### src/rtl/eeprom_xact_seq.sv
module eeprom_xact_seq #(
  parameter int ADDR_BYTES = 4,
  parameter int LEN_W = 16,
  parameter logic [6:0] OVF_MASK = 7'h07,
  localparam int AW = 8 * ADDR_BYTES,
  localparam int AB_W = $clog2(ADDR_BYTES + 1)
) (
  input  logic            clk,
  input  logic            rst_n,
  input  logic            req_valid,
  output logic            req_ready,
  input  logic [1:0]      req_op,
  input  logic [6:0]      req_chip,
  input  logic [AW-1:0]   req_addr,
  input  logic [AB_W-1:0] req_alen,
  input  logic [LEN_W-1:0] req_len,
  input  logic            req_ovf,
  input  logic            wr_valid,
  output logic            wr_ready,
  input  logic [7:0]      wr_data,
  output logic            rd_valid,
  input  logic            rd_ready,
  output logic [7:0]      rd_data,
  output logic            cmd_valid,
  input  logic            cmd_ready,
  output logic [1:0]      cmd_code,
  output logic [7:0]      cmd_byte,
  output logic            cmd_nack,
  input  logic            rsp_valid,
  input  logic            rsp_nack,
  input  logic [7:0]      rsp_byte,
  output logic            done,
  output logic            st_chip_nack,
  output logic            st_addr_nack,
  output logic [7:0]      st_fail_cnt,
  output logic            st_present
);
  localparam logic [1:0] OP_WR = 2'd0, OP_RD = 2'd1, OP_PROBE = 2'd2;
  localparam logic [1:0] C_START = 2'd0, C_STOP = 2'd1, C_SEND = 2'd2, C_RECV = 2'd3;

  typedef enum logic [3:0] {
    S_IDLE, S_START, S_WCHIP, S_ADDR, S_MSTOP, S_RCHIP, S_RDATA, S_WDATA, S_STOP
  } st_t;

  st_t              st;
  logic             wait_q, rphase_q;
  logic [1:0]       op_q;
  logic [6:0]       chip_q;
  logic [AW-1:0]    addr_q;
  logic [AB_W-1:0]  alen_q, acnt_q;
  logic [LEN_W-1:0] left_q;

  logic [AB_W-1:0] asel;
  logic [7:0]      addr_byte;
  logic [6:0]      chip_fold;
  logic            fire, got, last;

  assign asel      = alen_q - AB_W'(1) - acnt_q;
  assign addr_byte = 8'(addr_q >> {asel, 3'b000});
  assign chip_fold = req_chip | (req_ovf ? (7'(req_addr >> {req_alen, 3'b000}) & OVF_MASK) : 7'd0);
  assign last      = (left_q == LEN_W'(1));

  assign req_ready = (st == S_IDLE);
  assign cmd_valid = (st != S_IDLE) && !wait_q && (st != S_WDATA || wr_valid) && (st != S_RDATA || !rd_valid);
  assign wr_ready  = (st == S_WDATA) && !wait_q && cmd_ready;
  assign fire      = cmd_valid && cmd_ready;
  assign got       = wait_q && rsp_valid;

  always_comb begin
    cmd_code = C_START;
    cmd_byte = 8'd0;
    cmd_nack = 1'b0;
    case (st)
      S_MSTOP, S_STOP: cmd_code = C_STOP;
      S_WCHIP: begin cmd_code = C_SEND; cmd_byte = {chip_q, 1'b0}; end
      S_RCHIP: begin cmd_code = C_SEND; cmd_byte = {chip_q, 1'b1}; end
      S_ADDR:  begin cmd_code = C_SEND; cmd_byte = addr_byte; end
      S_WDATA: begin cmd_code = C_SEND; cmd_byte = wr_data; end
      S_RDATA: begin cmd_code = C_RECV; cmd_nack = last; end
      default: ;
    endcase
  end

  always_ff @(posedge clk) begin
    if (!rst_n) begin
      st <= S_IDLE; wait_q <= 1'b0; rphase_q <= 1'b0; op_q <= OP_WR;
      chip_q <= '0; addr_q <= '0; alen_q <= '0; acnt_q <= '0; left_q <= '0;
      rd_valid <= 1'b0; rd_data <= '0; done <= 1'b0;
      st_chip_nack <= 1'b0; st_addr_nack <= 1'b0; st_fail_cnt <= '0; st_present <= 1'b0;
    end else begin
      done <= 1'b0;
      if (fire) wait_q <= 1'b1;
      if (got) wait_q <= 1'b0;
      if (rd_valid && rd_ready) begin
        rd_valid <= 1'b0;
        left_q <= left_q - LEN_W'(1);
        if (last) st <= S_STOP;
      end
      case (st)
        S_IDLE: if (req_valid) begin
          st <= S_START; op_q <= req_op; chip_q <= chip_fold; addr_q <= req_addr;
          alen_q <= req_alen; left_q <= req_len; acnt_q <= '0; rphase_q <= 1'b0;
          st_chip_nack <= 1'b0; st_addr_nack <= 1'b0; st_fail_cnt <= '0; st_present <= 1'b0;
        end
        S_START: if (got)
          st <= (op_q != OP_WR && (op_q == OP_PROBE || alen_q == '0 || rphase_q)) ? S_RCHIP : S_WCHIP;
        S_WCHIP: if (got) begin
          if (rsp_nack) begin st_chip_nack <= 1'b1; st <= S_STOP; end
          else if (alen_q != '0) st <= S_ADDR;
          else st <= (left_q == '0) ? S_STOP : S_WDATA;
        end
        S_ADDR: if (got) begin
          if (rsp_nack) begin st_addr_nack <= 1'b1; st <= S_STOP; end
          else if (acnt_q == alen_q - AB_W'(1)) begin
            if (op_q == OP_RD) st <= S_MSTOP;
            else st <= (left_q == '0) ? S_STOP : S_WDATA;
          end else acnt_q <= acnt_q + AB_W'(1);
        end
        S_MSTOP: if (got) begin rphase_q <= 1'b1; st <= S_START; end
        S_RCHIP: if (got) begin
          if (op_q == OP_PROBE) begin st_present <= !rsp_nack; st <= S_STOP; end
          else st <= (left_q == '0) ? S_STOP : S_RDATA;
        end
        S_RDATA: if (got) begin rd_valid <= 1'b1; rd_data <= rsp_byte; end
        S_WDATA: if (got) begin
          if (rsp_nack && st_fail_cnt != 8'hFF) st_fail_cnt <= st_fail_cnt + 8'd1;
          left_q <= left_q - LEN_W'(1);
          if (last) st <= S_STOP;
        end
        S_STOP: if (got) begin done <= 1'b1; st <= S_IDLE; end
        default: st <= S_IDLE;
      endcase
    end
  end

  a_r12_cmd_hold: assert property (@(posedge clk) disable iff (!rst_n)
    cmd_valid && !cmd_ready |=> cmd_valid && $stable(cmd_code) && $stable(cmd_byte) && $stable(cmd_nack));
  a_r12_done_pulse: assert property (@(posedge clk) disable iff (!rst_n) done |=> !done);
  a_r12_idle_quiet: assert property (@(posedge clk) disable iff (!rst_n) req_ready |-> !cmd_valid);
  a_r2_single_error: assert property (@(posedge clk) disable iff (!rst_n)
    done |-> !(st_chip_nack && st_addr_nack));
  a_r7_rd_hold: assert property (@(posedge clk) disable iff (!rst_n)
    rd_valid && !rd_ready |=> rd_valid && $stable(rd_data));
  a_r8_fail_write_only: assert property (@(posedge clk) disable iff (!rst_n)
    done && op_q != OP_WR |-> st_fail_cnt == 8'd0);
endmodule

### config.mk
export PLATFORM = sky130hd
export DESIGN_NAME = eeprom_xact_seq
export DESIGN_NICKNAME = d
export VERILOG_FILES = /design/src/rtl/eeprom_xact_seq.sv
export SDC_FILE = /design/constraint.sdc
export NUM_CORES = 1
export LEC_CHECK = 0
export ABC_CLOCK_PERIOD_IN_PS = 3710
export BUFFER_PORTS_ARGS = -buffer_cell sky130_fd_sc_hd__buf_2
export CORE_UTILIZATION = 58
export CTS_BUF_LIST = sky130_fd_sc_hd__clkbuf_8 sky130_fd_sc_hd__clkbuf_16
export CTS_CLUSTER_SIZE = 14
export DETAILED_ROUTE_END_ITERATION = 16
export MAX_ROUTING_LAYER = met4
export PLACE_DENSITY = 0.85
export SLEW_MARGIN = 15
export SYNTH_ARGS = -nofsm -noshare
export SYNTH_HDL_FRONTEND = slang
export SYNTH_SLANG_ARGS = --single-unit
### constraint.sdc
create_clock -name clk -period 3.71 [get_ports clk]
set_input_delay 0.1855 -clock clk [delete_from_list [all_inputs] [get_ports clk]]
set_output_delay 0.1855 -clock clk [all_outputs]
set_load 0.005 [all_outputs]
# Yosys cells after proc, flatten, opt, wreduce, memory -nomap -nowiden
# Index checks and enable logic that the tools add are counted.
# totals
ff_bits	90
out_inout_bits	35
elab_cells	144
# classes
n_addsub	5
n_eq_ne	27
shifts	2
muxes	52
bitwise	2
reduce_logical	40
# op_table
op	count
$mux W4	19
$mux W16	3
$pmux W4 S9	1
$pmux W16 S2	1
$pmux W8 S4	1
$shr A32 B6 Y3	1
$shr A32 B6 Y8	1
$mux W8	3
$ne A2 B2 Y1 const B	11
$mux W3	6
$eq A16 B1 Y1 const B	1
$eq A4 B3 Y1 const B	4
$logic_not A16 Y1	1
$pmux W8 S2	1
$reduce_and A4 Y1	4
$sub A16 B1 Y16 const B	1
$reduce_bool A2 Y1	6
$mux W1	11
$logic_and A1 B1 Y1	10
$add A8 B1 Y8 const B	1
$eq A4 B2 Y1 const B	2
$ne A4 B3 Y1 const B	2
$ne A8 B8 Y1 const B	1
$pmux W1 S2	4
other kinds (24)	32

# Logic depth before layout (Yosys ltp)
# Gate-level depths: netlist (run 1).
# depth
ltp_word	7
depth_mapped	9
mapped_depth_nobuf	9

# Worst setup path after synthesis (run 1)
# No wires, ideal clock.
# synth_timing
path_type	reg2out
startpoint	register alen_q[0]
endpoint	output port cmd_byte[7]
arrival_ps	2151
t_required_ps	3524
setup_slack_ps	1373
stages_incl_launch_ff	8
n_path_buf	1
path_cell_list	dfxtp_1 > inv_1 > ha_1 > fa_1 > buf_1 > mux4_2 > nand3_1 > nand2_1
# synth_via
elab_chain_cells	4
# synth_lines
element	line	source
start: declaration	50	logic [AB_W-1:0] alen_q, acnt_q;
start signal: assignment	87	chip_q <= '0; addr_q <= '0; alen_q <= '0; acnt_q <= '0; left_q <= '0;
start signal: assignment	102	alen_q <= req_alen; left_q <= req_len; acnt_q <= '0; rphase_q <= 1'b0;
$sub A3 B1 Y3	58	assign asel = alen_q - AB_W'(1) - acnt_q;
$sub A3 B3 Y3	58	
$shr A32 B6 Y8	59	assign addr_byte = 8'(addr_q >> {asel, 3'b000});
$pmux W8 S4	73	case (st)
end: declaration	27	output logic [7:0] cmd_byte,
# Every way passes these cells.

# Final worst setup path (run 1)
# layout_timing
startpoint	register st[2]
endpoint	output port cmd_byte[3]
# layout_via
elab_chain_cells	2
# layout_lines
element	line	source
start: declaration	45	st_t st;
start signal: assignment	106	st <= (op_q != OP_WR && (op_q == OP_PROBE || alen_q == '0 || rphase_q)) ? S_RCHIP : S_WCHIP;
start signal: assignment	110	else st <= (left_q == '0) ? S_STOP : S_WDATA;
start signal: assignment	116	else st <= (left_q == '0) ? S_STOP : S_WDATA;
$eq A4 B3 Y1 / $eq A4 B2 Y1 (equally long branches)	73	
$pmux W8 S4 *	73	
# Every way passes the cells marked *; elsewhere a longest branch is shown, timed or not.

==> results of run 1 <==
worst reg2reg max path: stages (launching register included):
cell and delay, ns:
dfxtp_1 0.77, nor2b_1 0.73, nand3_1 0.27, o21a_1 0.37
nand4_1 0.17, xor2_1 0.17, nor2_1 0.06
power groups by stage:
| stage | Sequential, mW | Combinational (mW) | Clock [mW] |
|---|---|---|---|
| after detailed placement | 1.15 | 0.629 | 0 |
| final | 1.13 | 0.641 | 0.680 |
| after global placement | 1.14 | 0.616 | 0 |
| after global routing | 1.14 | 0.708 | 0.719 |
| after CTS | 1.13 | 0.635 | 0.679 |
| after floorplan | 1.11 | 0.502 | 0 |
path summary, 6_finish.rpt:
| path | startpoint | end | slack [ns] | cells after the start |
|---|---|---|---|---|
| worst min-delay path | req_addr[30] | addr_q[30]$_SDFFE_PN0P_ | 0.05 | 3 |
| worst max register to register | st[2]$_SDFF_PN0_ | st_fail_cnt[7]$_SDFFE_PN0P_ | 1.05 | 6 |
| worst min register to register | addr_q[24]$_SDFFE_PN0P_ | addr_q[24]$_SDFFE_PN0P_ | 0.46 | 2 |
| worst max-delay path | st[2]$_SDFF_PN0_ | cmd_byte[3] | 0.72 | 6 |
cell usage in the layout, fill, tap and decap left out, drive strengths merged, types with 8 or more instances in the layout:
cell	instances
a21boi	8
a21oi	63
a22oi	10
a31oi	11
buf	123
clkbuf	9
dfxtp	90
ha	9
inv	14
mux2i	9
mux4	11
nand2	125
nand3	30
nor2	49
nor2b	9
nor3	15
o21ai	22
xor2	14
cell usage after synthesis (3+ instances only):
cell type and count:
inv_1 10, nor3_1 14, a221oi_1 6, or3_1 6
xor2_1 14, o21ai_1 3, xnor2_1 4, and3_1 4
buf_1 3, a21oi_1 62, and2_1 5, mux4_2 11
o31ai_1 3, a21boi_0 7, a211oi_1 5, nor2_1 48
a22oi_1 10, dfxtp_1 90, mux2i_1 9, a32oi_1 3
nor2b_1 9, nand2b_1 7, clkbuf_1 29, nor4_1 5
nand2_1 125, buf_4 4, ha_1 9, nand4_1 6
buf_2 6, o21a_1 5, o21ai_0 19, a31oi_1 11
nand3_1 30
routing by layer:
layer	track usage	wire, um	vias up
li1	-	-	2415
met5	-	0	-
met4	0.120	317	0
met2	0.508	6350	212
met1	0.397	5780	2345
met3	0.0443	791	36
area by class of cell:
class / count / area share
Multi-Input combinational cell: 482 / 0.513
Clock buffer: 9 / 0.0216
Sequential cell: 90 / 0.314
Clock inverter: 7 / 0.0120
Inverter: 11 / 0.00719
Timing Repair Buffer: 123 / 0.109
Tap cell: 105 / 0.0229
per-stage QoR:
| stage | hold slack (ns) | utilization | cell area [um2] | instances |
|---|---|---|---|---|
| finish | 0.0510 | 0.695 | 5740 | 827 |
| CTS | 0.0476 | 0.695 | 5740 | 827 |
| global placement | 0.423 | 0.672 | 5550 | 811 |
| detailed placement | 0.431 | 0.672 | 5550 | 811 |
| floorplan | 0.321 | - | 5000 | 627 |
| global route | 0.0590 | 0.695 | 5740 | 827 |
flip-flops by register name, summed over array words and instances, names as in the netlist:
name,cells
addr_q,32
left_q,16
rd_data,8
st_fail_cnt,8
chip_q,7
st,4
acnt_q,3
alen_q,3
op_q,2
done,1
rd_valid,1
rphase_q,1
st_addr_nack,1
st_chip_nack,1
st_present,1
wait_q,1
kinds of logic (layout without fill, tap and decap cells):
kind of cell | count (synthesis) | after routing | share of synthesized area
and+or+nand+nor | 278 | 278 | 0.266
AOI/OAI and AO/OA | 155 | 155 | 0.195
DFF | 90 | 90 | 0.361
buffers and inverters | 55 | 150 | 0.0498
muxes | 21 | 21 | 0.0699
xor gates and xnor gates | 18 | 18 | 0.0316
adders and majority gates | 10 | 10 | 0.0265
==> run_results.csv, run 1 <==
group,metric,value,unit
critical_path,path_cells,"nor2b_1 > nand2_1 > nand2b_1 > a22oi_1 > nand2_1 > buf_2",
layout,fill_cells,700,
clocking,cts.sinks,90,
critical_path,cp-start-kind,"flop",
timing,slew_headroom,0.328,
grt,gr-total-overflow,0,
floorplanning,io_pins,120,
clocking,insertion_delay,0.37,ns
critical_path,cp.required,3.52,ns
timing,final-hold-violation-count,0,
floorplanning,initial_core_util,0.605,
power,leakage,2.39,nW
clocking,cts.path.max_buffers,2,
power,ir_drop,0.000287,V
grt,grt_pass1_vias,4639,
timing,worst_pin_slew,1.01,ns
clocking,cts_root_buffer,"clkbuf_8",
critical_path,critPathMostFrequentCell,"nand2_1",
timing,fin_crit_sh,0.806,
place,port_buffers,119,
clocking,htreeDepth,3,
floorplanning,placementRows,33,
layout,layout.nets,812,
critical_path,crit_family,"simple AND/OR/NAND/NOR gates",
power,internal_power,1.62,mW
synthesis,ys_warn_count,0,
routing,via_per_inst,6.06,
power,p_seq_frac,0.461,
clocking,cts_setup_buffers,0,
routing,drt-total-wl,13.2,mm
place,place.gp.congestion,0.893,
synthesis,async_reset_ff_frac,0,
clocking,clkSlewWorstSetupHoldPaths,0.09,ns
critical_path,worst_ep_arrival_time,2.81,ns
timing,max_freq,0.334,GHz
layout,area_delta_synth_final,14.9,%
synthesis,ys_types,70,
clocking,postCtsResizedCells,0,
floorplanning,coreArea,0.00826,mm2
power,power.density,427,mW/mm2
synthesis,avgSynthCellArea,7.97,um2
power,pwr-share-clk,0.278,
clocking,cts_hold_buf,0,
synthesis,netlist.area_leader.share,0.361,
place,hpwl,9.29,mm
clocking,cts_buffers,9,
critical_path,critPathBufInv,1,
layout,regArea,0.00180,mm2
timing,finClkSkew,0.0116,ns
synthesis,synth_edf_count,0,
power,p_comb_frac,0.262,
clocking,cts_tree,"yes",
critical_path,worst-path-max-fanout,22,
timing,finalSetupTns,0,ns
place,pre_cts_slack,1.18,ns
synthesis,synthCells,627,
floorplanning,dieWidth,94.8,um
power,switchingPower,0.832,mW
synthesis,ys_seq_area_frac,0.361,
routing,post-route-drc-count,0,
routing,dr.first_iter.drc_count,288,
layout,multi_input_area,0.00295,mm2
timing,rsz0062_at_grt,"no",
flow_run,drv_cap,0,
routing,ant_nets,0,
floorplanning,fp.dieH,94.8,um
routing,dr.pass1.iters,5,
grt,grtUsageTotal,0.314,
synthesis,synth_ff_type,"dfxtp_1",
floorplanning,dieArea,0.00899,mm2
grt,grt_antenna_before_repair,0,
synthesis,synth_seq_cells,90,
critical_path,cpPeakStageDelay,0.77,ns
critical_path,crit_path_end_kind,"output port",
routing,wl_per_cell,16.0,um
power,total_power,2.45,mW
timing,slew_viol_final,0,
timing,setup_violations,0,
grt,grt_pass1_wl,21.6,mm
worst_hold_path,hp-class,"in -> reg",
routing,vias,5008,
critical_path,crit_type,"reg -> out",
synthesis,syn_area,0.00500,mm2
critical_path,cp_slowest_cell,"dfxtp_1",
layout,diodes,0,
power,switching_share,0.340,
outcome,status,"finished, final reports clean",
synthesis,synth_top_cell_by_area,"dfxtp_1",
timing,final.min_clock_period,2.99,ns
layout,drive_gt1_frac,0.233,
grt,grt_max_degree,60,
synthesis,synthTopCellsByArea,"dfxtp_1, nand2_1, a21oi_1",
synthesis,synth_nets,722,
timing,setup_slack,0.718,ns
No activity file was read; power rests on OpenSTA's default activity.
==> run 2, diff against run 1 <==
--- a/config.mk
+++ b/config.mk
@@ -5,14 +5,15 @@
 export SDC_FILE = /design/constraint.sdc
 export NUM_CORES = 1
 export LEC_CHECK = 0
-export ABC_CLOCK_PERIOD_IN_PS = 3710
+export ABC_AREA = 1
+export ABC_CLOCK_PERIOD_IN_PS = 3000
 export BUFFER_PORTS_ARGS = -buffer_cell sky130_fd_sc_hd__buf_2
-export CORE_UTILIZATION = 58
+export CORE_UTILIZATION = 54
 export CTS_BUF_LIST = sky130_fd_sc_hd__clkbuf_8 sky130_fd_sc_hd__clkbuf_16
 export CTS_CLUSTER_SIZE = 14
 export DETAILED_ROUTE_END_ITERATION = 16
 export MAX_ROUTING_LAYER = met4
-export PLACE_DENSITY = 0.85
+export PLACE_DENSITY = 0.8
 export SLEW_MARGIN = 15
 export SYNTH_ARGS = -nofsm -noshare
 export SYNTH_HDL_FRONTEND = slang
==> constraint.sdc (replaced) <==
create_clock -name clk -period 3 [get_ports clk]
set_input_delay 0.15 -clock clk [delete_from_list [all_inputs] [get_ports clk]]
set_output_delay 0.15 -clock clk [all_outputs]
set_load 0.005 [all_outputs]
==> run_results.csv, run 2 <==
group,metric,value,unit
synthesis,synthCells,759,
synthesis,netlist.area_leader.share,0.350,
timing,worst_pin_slew,1.06,ns
routing,dr.first_iter.drc_count,286,
layout,regMostFlops,"addr_q",
routing,via_per_inst,5.49,
timing,finClkSkew,0.0158,ns
worst_hold_path,hp-class,"in -> reg",
layout,layout.nets,961,
floorplanning,placementRows,35,
routing,post-route-drc-count,0,
clocking,cts_setup_buffers,0,
floorplanning,initial_core_util,0.558,
power,total_power,2.99,mW
critical_path,r2r-start,"alen_q[0]$_SDFFE_PN0P_",
synthesis,ys_seq_area_frac,0.350,
flow_run,drv_cap,0,
timing,slew_headroom,0.296,
grt,gr-total-overflow,0,
timing,max_freq,0.358,GHz
power,ir_drop,0.000287,V
timing,slew_viol_final,0,
place,placed_area,0.00579,mm2
synthesis,synthTopCellsByArea,"dfxtp_1, nand2_1, o21ai_0",
critical_path,worst_ep_arrival_time,2.64,ns
timing,setup_slack,0.211,ns
place,port_buffers,119,
synthesis,ys_types,48,
layout,area_delta_synth_final,17.2,%
synthesis,avgSynthCellArea,6.79,um2
layout,top_regs,"addr_q (32), left_q (16)",
timing,finalSetupTns,0,ns
synthesis,synthMostInstantiatedCell,"nand2_1",
clocking,cts.path.max_buffers,2,
floorplanning,fp.dieH,99.7,um
place,pre_cts_slack,0.509,ns
timing,final-hold-violation-count,3,
place,hpwl,10.8,mm
timing,fin_crit_sh,0.930,
floorplanning,io_pins,120,
layout,final_cell_mix,"nand2_1, buf_2, nor2_1",
synthesis,synth_top_cell_by_area,"dfxtp_1",
power,leakage,2.81,nW
clocking,insertion_delay,0.38,ns
grt,grt_antenna_before_repair,0,
critical_path,startpoint,"alen_q[0]$_SDFFE_PN0P_",
critical_path,r2r-end,"acnt_q[1]$_SDFFE_PN0P_",
synthesis,synthTopCellsByCount,"nand2_1, nor2_1, dfxtp_1",
grt,grt_pass1_vias,5073,
synthesis,ys_warn_count,0,
critical_path,cp-start-kind,"flop",
grt,grt_max_degree,54,
critical_path,worstSetupEndpoint,"cmd_byte[1]",
grt,grt_pass1_wl,23.7,mm
synthesis,synth_edf_count,0,
synthesis,synth_nets,854,
floorplanning,coreArea,0.00924,mm2
clocking,clkSlewWorstSetupHoldPaths,0.09,ns
timing,holdWs,-0.000829,ns
timing,final.min_clock_period,2.79,ns
layout,fin_area,0.00604,mm2
layout,diodes,0,
critical_path,cp.required,2.85,ns
critical_path,worst-path-max-fanout,9,
clocking,cts_root_buffer,"clkbuf_8",
critical_path,crit_path_end_kind,"output port",
routing,vias,5491,
grt,grtUsageTotal,0.312,
timing,setup_violations,0,
routing,drt-total-wl,14.6,mm
critical_path,crit_type,"reg -> out",
layout,largest_reg_flops,32,
synthesis,syn_area,0.00515,mm2
power,power.density,495,mW/mm2
synthesis,async_reset_ff_frac,0,
outcome,violations,"negative hold slack",
clocking,cts_buffers,9,
outcome,status,"finished with violations",
place,place.gp.congestion,0.942,
synthesis,synth_ff_type,"dfxtp_1",
routing,wl_per_cell,14.6,um
floorplanning,dieArea,0.00994,mm2
synthesis,synth_seq_cells,90,
clocking,cts.sinks,90,
routing,dr.pass1.iters,5,
routing,ant_nets,0,
critical_path,ff2ff_path_depth,9,
critical_path,r2r_setup_slack,0.95,ns
floorplanning,dieWidth,99.7,um
timing,rsz0062_at_grt,"no",
layout,final_common_cell,"nand2_1",
layout,drive_gt1_frac,0.212,
clocking,htreeDepth,3,
clocking,cts_tree,"yes",
## run 2: changes by cell type after synthesis, moves of 9 or more
cell      before  now
clkbuf_1      29   14
mux4_2        11    0
nor2_1        48  113
nor3_1        14    5
o21ai_0       19   86
a21oi_1       62   74
inv_1         10   57
nand2_1      125  140
nor2b_1        9    0
## run 2: power by group
part | total (mW) | switching, mW | internal (mW)
clock network | 0.866 | 0.475 | 0.391
registers | 1.36 | 0.0769 | 1.29
logic | 0.757 | 0.477 | 0.281
total | 2.99 | 1.03 | 1.96
## run 2: final cells by class
type | count | area (um2)
Multi-Input combinational cell | 567 | 2910
Inverter | 68 | 260
Tap cell | 129 | 161
Clock buffer | 9 | 124
Sequential cell | 90 | 1800
Fill cell | 875 | 3200
Clock inverter | 7 | 73.8
Timing Repair Buffer | 130 | 703
## run 2: worst min path at each step
| stage | slack, ns | cells after the start | to | from |
|---|---|---|---|---|
| after floorplan | 0.28 | 2 | addr_q[23]$_SDFFE_PN0P_ | req_addr[23] |
| after global placement | 0.37 | 3 | addr_q[13]$_SDFFE_PN0P_ | req_addr[13] |
| after detailed placement | 0.38 | 3 | addr_q[30]$_SDFFE_PN0P_ | req_addr[30] |
| after CTS | 0.002 | 3 | addr_q[21]$_SDFFE_PN0P_ | req_addr[21] |
| after global routing | 0.003 | 3 | addr_q[21]$_SDFFE_PN0P_ | req_addr[21] |
| final | -0.0008 | 3 | addr_q[13]$_SDFFE_PN0P_ | req_addr[13] |
## run 2: worst max-delay path, stage by stage, from the launching register on
cell     delay (ns)
dfxtp_1        0.36
inv_1          0.05
ha_1           0.33
fa_2           0.67
inv_1          0.17
a21oi_1        0.14
o21ai_0        0.09
nand2_1        0.08
a22oi_1        0.06
o21ai_0        0.15
buf_2          0.17
## run 2: metal layers
metal	global-route usage	vias to the layer above	part of all wire
met4	0.143	0	0.036
met2	0.517	250	0.47
met3	0.0471	34	0.076
met1	0.373	2470	0.42
li1	-	2737	-
met5	-	-	0
## run 2: timing repair
item / CTS / global route
setup endpoints to repair: 0 / 6
hold buffers: 5 / 0
endpoints found under the hold margin: 5 / 0
resized for setup: 0 / 1
## run 2: through the flow
step                      instances  utilization
final                          1000        0.653
after global routing           1000        0.653
after CTS                      1000        0.653
after detailed placement        979        0.626
after global placement          979        0.626
after floorplan                 759            -
## run 2: logic make-up (layout without fill, tap and decap cells)
group,count (synthesis),after routing,synth area share
simple gates,331,331,0.286
buf+inv,102,214,0.0852
flops,90,90,0.350
mux,1,1,0.00194
xor+xnor,14,14,0.0238
fa+ha+maj,10,10,0.0257
compound gates,211,211,0.227
